### src/rtl/tx_pack_pkg.sv
package tx_pack_pkg;

    localparam int WORD_W  = 64;
    localparam int EMPTY_W = 3;

    typedef struct packed {
        logic [WORD_W-1:0]  data;
        logic               sop;
        logic               eop;
        logic [EMPTY_W-1:0] empty;
        logic               err;
    } beat_t;

endpackage

### src/rtl/tx_short_filter.sv
// Two-entry buffer that withholds a frame's first beat until a second beat
// proves the frame is longer than one word; single-beat frames are dropped.
module tx_short_filter
    import tx_pack_pkg::*;
(
    input  logic  clk,
    input  logic  rst,
    input  logic  i_valid,
    output logic  i_ready,
    input  beat_t i_beat,
    output logic  o_valid,
    input  logic  o_ready,
    output beat_t o_beat
);

    typedef struct packed {
        beat_t [1:0] slot;
        logic  [1:0] vld;
        logic  [1:0] conf;
    } flt_st_t;

    flt_st_t st_d, st_q;
    logic    pop;
    logic    push;

    assign i_ready = ~st_q.vld[1];
    assign o_valid = st_q.vld[0] & st_q.conf[0];
    assign o_beat  = st_q.slot[0];

    always_comb begin
        st_d = st_q;
        pop  = st_q.vld[0] & st_q.conf[0] & o_ready;
        push = i_valid & i_ready & ~(i_beat.sop & i_beat.eop);

        if (pop) begin
            st_d.slot[0] = st_q.slot[1];
            st_d.slot[1] = '0;
            st_d.vld     = {1'b0, st_q.vld[1]};
            st_d.conf    = {1'b0, st_q.conf[1]};
        end

        if (push) begin
            // a continuation beat proves every held beat belongs to a long frame
            if (!i_beat.sop) begin
                st_d.conf = st_d.vld;
            end
            if (!st_d.vld[0]) begin
                st_d.slot[0] = i_beat;
                st_d.vld[0]  = 1'b1;
                st_d.conf[0] = ~i_beat.sop;
            end else begin
                st_d.slot[1] = i_beat;
                st_d.vld[1]  = 1'b1;
                st_d.conf[1] = ~i_beat.sop;
            end
        end
    end

    always_ff @(posedge clk) begin
        if (rst) begin
            st_q <= '0;
        end else begin
            st_q <= st_d;
        end
    end

endmodule

### src/rtl/tx_lane_fill.sv
// Collects beats into a wide word, top lane first, and hands the word to the
// output register at every edge where the consumer requests.
module tx_lane_fill
    import tx_pack_pkg::*;
#(
    parameter int LANES = 2
) (
    input  logic              clk,
    input  logic              rst,
    input  logic              i_valid,
    output logic              i_ready,
    input  beat_t             i_beat,
    input  logic              req,
    output beat_t [LANES-1:0] o_lane,
    output logic  [LANES-1:0] o_idle
);

    localparam int             CW   = $clog2(LANES + 1);
    localparam logic [CW-1:0]  FULL = CW'(LANES);

    typedef struct packed {
        beat_t [LANES-1:0] bld;
        logic  [CW-1:0]    cnt;
        beat_t [LANES-1:0] out;
        logic  [LANES-1:0] idle;
    } fill_st_t;

    fill_st_t      st_d, st_q;
    beat_t         clean;
    logic [CW-1:0] slot;

    assign i_ready = (st_q.cnt != FULL) | req;
    assign o_lane  = st_q.out;
    assign o_idle  = st_q.idle;

    always_comb begin
        clean       = i_beat;
        clean.err   = i_beat.err & i_beat.eop;
        clean.empty = i_beat.eop ? i_beat.empty : '0;
    end

    always_comb begin
        st_d = st_q;
        slot = st_q.cnt;

        if (req) begin
            st_d.out = st_q.bld;
            for (int i = 0; i < LANES; i++) begin
                st_d.idle[i] = (CW'(LANES - 1 - i) >= st_q.cnt);
            end
            st_d.bld = '0;
            slot     = '0;
        end

        if (i_valid && i_ready) begin
            for (int i = 0; i < LANES; i++) begin
                if (CW'(LANES - 1 - i) == slot) begin
                    st_d.bld[i] = clean;
                end
            end
            slot = slot + 1'b1;
        end

        st_d.cnt = slot;
    end

    always_ff @(posedge clk) begin
        if (rst) begin
            st_q      <= '0;
            st_q.idle <= '1;
        end else begin
            st_q <= st_d;
        end
    end

endmodule

### src/rtl/tx_lane_packer.sv
module tx_lane_packer
    import tx_pack_pkg::*;
#(
    parameter int LANES = 2
) (
    input  logic                 clk,
    input  logic                 rst,
    input  logic                 s_valid,
    output logic                 s_ready,
    input  logic [WORD_W-1:0]    s_data,
    input  logic                 s_sop,
    input  logic                 s_eop,
    input  logic [EMPTY_W-1:0]   s_empty,
    input  logic                 s_err,
    input  logic                 m_req,
    output logic [LANES*64-1:0]  m_data,
    output logic [LANES-1:0]     m_sop,
    output logic [LANES-1:0]     m_eop,
    output logic [LANES*3-1:0]   m_empty,
    output logic [LANES-1:0]     m_idle,
    output logic [LANES-1:0]     m_err
);

    beat_t             in_beat;
    beat_t             flt_beat;
    logic              flt_valid;
    logic              fill_ready;
    beat_t [LANES-1:0] lane;

    assign in_beat.data  = s_data;
    assign in_beat.sop   = s_sop;
    assign in_beat.eop   = s_eop;
    assign in_beat.empty = s_empty;
    assign in_beat.err   = s_err;

    tx_short_filter filt_i (
        .clk     (clk),
        .rst     (rst),
        .i_valid (s_valid),
        .i_ready (s_ready),
        .i_beat  (in_beat),
        .o_valid (flt_valid),
        .o_ready (fill_ready),
        .o_beat  (flt_beat)
    );

    tx_lane_fill #(.LANES(LANES)) fill_i (
        .clk     (clk),
        .rst     (rst),
        .i_valid (flt_valid),
        .i_ready (fill_ready),
        .i_beat  (flt_beat),
        .req     (m_req),
        .o_lane  (lane),
        .o_idle  (m_idle)
    );

    for (genvar g = 0; g < LANES; g++) begin : g_lane
        assign m_data[g*WORD_W +: WORD_W]    = lane[g].data;
        assign m_sop[g]                      = lane[g].sop;
        assign m_eop[g]                      = lane[g].eop;
        assign m_empty[g*EMPTY_W +: EMPTY_W] = lane[g].empty;
        assign m_err[g]                      = lane[g].err;
    end

endmodule

### config.mk
export PLATFORM = sky130hd
export DESIGN_NAME = tx_lane_packer
export DESIGN_NICKNAME = d
export VERILOG_FILES = /design/src/rtl/tx_pack_pkg.sv /design/src/rtl/tx_short_filter.sv /design/src/rtl/tx_lane_fill.sv /design/src/rtl/tx_lane_packer.sv
export SDC_FILE = /design/constraint.sdc
export NUM_CORES = 1
export LEC_CHECK = 0
export BUFFER_PORTS_ARGS = -buffer_cell sky130_fd_sc_hd__buf_2
export CAP_MARGIN = 25
export CORE_ASPECT_RATIO = 1.1
export CORE_MARGIN = 3
export CORE_UTILIZATION = 45
export CTS_CLUSTER_DIAMETER = 60
export DETAILED_ROUTE_END_ITERATION = 6
export PLACE_DENSITY_LB_ADDON = 0.15
export SLEW_MARGIN = 20
export SYNTH_ARGS = -nofsm -noshare
export SYNTH_HDL_FRONTEND = slang
export SYNTH_SLANG_ARGS = --single-unit
### constraint.sdc
create_clock -name clk -period 4.8 [get_ports clk]
set_input_delay 0.24 -clock clk [delete_from_list [all_inputs] [get_ports clk]]
set_output_delay 0.24 -clock clk [all_outputs]
set_load 0.05 [all_outputs]
==> impl_metrics.env <==
export IMPL_intPower_uw=6220
export IMPL_cts_root_buf="clkbuf_16"
export IMPL_synth_area_um2=17400
export IMPL_cts_reportedPaths_clkPinSlew_ns=0.06
export IMPL_synth_main_ff_cell="dfxtp_1"
export IMPL_fin_area_um2=19900
export IMPL_cp_required_ns=5.17
export IMPL_cp_end_kind="register"
export IMPL_worst_pin_slew_ns=1.01
export IMPL_grt_max_degree=141
export IMPL_switchingPower_uw=1810
export IMPL_drt_first_iter_violations=1030
export IMPL_synth_top_area_share_pct=49.3
export IMPL_place_inst=2388
export IMPL_place_congestion=0.746
export IMPL_vias=13400
export IMPL_timing_critical_path_buf_inv=0
export IMPL_drv_cap=0
export IMPL_ctsResizeCount=0
export IMPL_wire_per_inst_um=16.9
export IMPL_synth_edf_count=0
export IMPL_p_clk_share_pct=47.6
export IMPL_yosysTopAreaCell="dfxtp_1"
export IMPL_ys_types=32
export IMPL_drc=0
export IMPL_synthesis_nets=2058
export IMPL_cts_sinks=428
export IMPL_critPathKind="register to register"
export IMPL_path_cells="nor3b_2 -> o21a_4 -> or2_4 -> a311oi_1"
export IMPL_ys_seq_area_share_pct=49.3
export IMPL_ir_worst_vdd_v=0.000263
export IMPL_viasPerCell=5.28
export IMPL_finalMaxSlewViolations=0
export IMPL_nFillCells=3558
export IMPL_synthArstFlopShare_pct=0
export IMPL_ys_seq_elements=428
export IMPL_grt_first_pass_wirelength_mm=70.2
export IMPL_cts_tree="built"
export IMPL_hold_viol=0
export IMPL_yosys_area_share_simple_pct=21.7
export IMPL_crit_path_max_incr_delay_ns=0.89
export IMPL_dieArea_um2=41000
export IMPL_h_tree_depth=2
export IMPL_dpl_cell_area_um2=17500
export IMPL_drive_gt1_share_pct=15.5
export IMPL_synthAdderAreaFrac_pct=0.144
export IMPL_antenna_found_initial=0
export IMPL_power_density_nw_per_um2=403
export IMPL_finalPower_uw=8030
export IMPL_p_leak_uw=0.00766
export IMPL_die_w_um=193
export IMPL_dpl_worst_slack_ns=1.64
export IMPL_grt_overflow=0
export IMPL_fin_crit_ns=3.13
export IMPL_grt_setup_unrepaired="no"
export IMPL_slowest_stage="o21a_4"
export IMPL_clock_latency_ns=0.55
export IMPL_cts_made_buffers=45
export IMPL_maxSlewHeadroom_pct=33.0
export IMPL_core_area_um2=37600
export IMPL_crit_path_max_fanout=74
export IMPL_dpl_hpwl_mm=24.1
export IMPL_drt_wl_total_mm=42.9
export IMPL_pin_count=217
export IMPL_status="completed"
export IMPL_p_comb_share_pct=6.2
export IMPL_finalWorstSetupSlack_ns=1.67
export IMPL_timing_fmax_ghz=0.320
export IMPL_grt_pass1_vias=13100
export IMPL_nets=2090
export IMPL_start_kind="register"
export IMPL_setup_viol=0
export IMPL_tns_ns=0
export IMPL_crit_arrival_ns=3.50
export IMPL_synth_compound_area_share_pct=10.1
export IMPL_rows=74
export IMPL_ys_warn_count=0
export IMPL_stdcell_count=2544
export IMPL_min_path_type="input pin to register"
export IMPL_num_antenna_cells=0
export IMPL_synth_area_leaders="dfxtp_1 (49%), mux2i_1 (8.1%), nand2_1 (7.5%)"
export IMPL_area_growth_pct=14.5
export IMPL_muxShareOfSynthArea_pct=8.07
export IMPL_clockBufferDepth=3
export IMPL_netlist_instances=1982
export IMPL_cts_setup_buffers=0
export IMPL_firstDrtPassIters=6
export IMPL_period_share_pct=65.1
export IMPL_p_seq_share_pct=46.2
export IMPL_critPathTopFamily="simple AND/OR/NAND/NOR gates"
export IMPL_portBuffers=216
export IMPL_ant_nets=0
export IMPL_start_util_pct=46.2
export IMPL_switching_share_pct=22.5
export IMPL_skew_ns=0.0111
export IMPL_synth_top_family_by_area="simple AND/OR/NAND/NOR gates"
export IMPL_synth_xor_area_share_pct=0
export IMPL_grtUsageTotal_pct=20.3
export IMPL_die_y_um=212
export IMPL_avgSynthCellArea_um2=8.77
## registers in the layout, indices dropped and copies added, names as in the netlist
name	flops
filt_i.st_q	74
filt_i.o_beat	70
fill_i.o_idle	2
fill_i.st_q	142
fill_i.o_lane	140
## cells in the mapped netlist, drive strengths merged, types with 2 or more instances
master,count
nand3b,142
dfxtp,428
nand2b,6
buf,220
o21ai,3
and3,3
nor2,144
nand3,80
ha,2
clkbuf,95
inv,4
nor3,70
nand2,347
mux2i,140
a311oi,69
a21oi,217
## kinds of logic (layout without fill, tap and decap cells)
| family | after synthesis | after routing |
|---|---|---|
| AO/OA/AOI/OAI | 296 | 296 |
| adder cells (fa/ha/maj) | 2 | 2 |
| buffers and inverters | 319 | 387 |
| flip-flops | 428 | 428 |
| multiplexers | 140 | 140 |
| AND/OR/NAND/NOR | 797 | 797 |
## per-layer routing
metal  track usage (%)  up-vias  routed length, µm
li1                  -     6661                  -
met1              27.9     6419              20200
met2              33.0      305              19700
met3              3.47       59               2020
met4              5.84        0                972
met5                 0        -                  0
## worst paths after layout
check                                       to  cells after the start                         from  slack (ns)
hold reg to reg    filt_i.st_q[116]$_SDFF_PP0_                      2  filt_i.st_q[116]$_SDFF_PP0_        0.46
hold / removal       filt_i.st_q[0]$_SDFF_PP0_                      5                      s_valid        0.09
setup reg to reg  filt_i.o_beat[48]$_SDFF_PP0_                      4  fill_i.st_q[143]$_SDFF_PP0_        1.67
setup / recovery  filt_i.o_beat[48]$_SDFF_PP0_                      4  fill_i.st_q[143]$_SDFF_PP0_        1.67
## cells in the final DEF (no fill, tap or decap), types with 2 or more instances in the layout
| cell | instances |
|---|---|
| mux2i_1 | 140 |
| clkbuf_8 | 11 |
| dfxtp_1 | 428 |
| dlygate4sd3_1 | 70 |
| nand2_4 | 2 |
| a311oi_1 | 69 |
| clkbuf_16 | 47 |
| and3_4 | 2 |
| ha_1 | 2 |
| a21oi_1 | 217 |
| bufinv_16 | 8 |
| buf_4 | 8 |
| nand2b_1 | 6 |
| buf_12 | 3 |
| clkinvlp_4 | 2 |
| nand3b_1 | 142 |
| nand3_1 | 78 |
| nor3_1 | 70 |
| nand3_4 | 2 |
| nand2_1 | 345 |
| nor2_1 | 143 |
| o21ai_0 | 3 |
| buf_8 | 2 |
| clkbuf_1 | 8 |
| inv_1 | 4 |
| buf_16 | 3 |
| buf_2 | 214 |
| clkinv_2 | 5 |
## tightest hold or removal path, delay by kind of cell
family          cells  cell delay (ns)
buf+inv             2             0.17
compound gates      1             0.05
simple gates        2             0.15
## power groups by stage
| stage | logic, µW | clock network, µW | registers (µW) |
|---|---|---|---|
| 6_report | 499 | 3820 | 3710 |
| 3_3_place_gp | 437 | 0 | 3780 |
| 2_1_floorplan | 331 | 0 | 3760 |
| 4_1_cts | 498 | 3910 | 3700 |
| 5_1_grt | 547 | 4060 | 3710 |
| 3_5_place_dp | 448 | 0 | 3780 |
## layout make-up
class	count	area, µm²	area share [%]
clock buffers	66	1360	6.82
clock inverters	17	298	1.50
inverters	4	15.0	0.0755
multi-input cells	1235	7040	35.4
flip-flops and latches	428	8570	43.1
well taps	494	618	3.11
repair buffers	300	2000	10.1
## what timing repair did
item                                    4_1_cts  5_1_grt
hold endpoints to repair                     72        0
endpoints found under the setup margin        0        0
hold buffers                                 70        0
## metrics by stage
step           utilization (%)  hold slack [ns]
5_1_grt                   52.9            0.151
3_5_place_dp              46.4            0.458
2_1_floorplan                -            0.376
4_1_cts                   52.7           0.0686
3_3_place_gp              46.4            0.453
6_report                  52.9           0.0937
(Power assumes the default switching activity.)
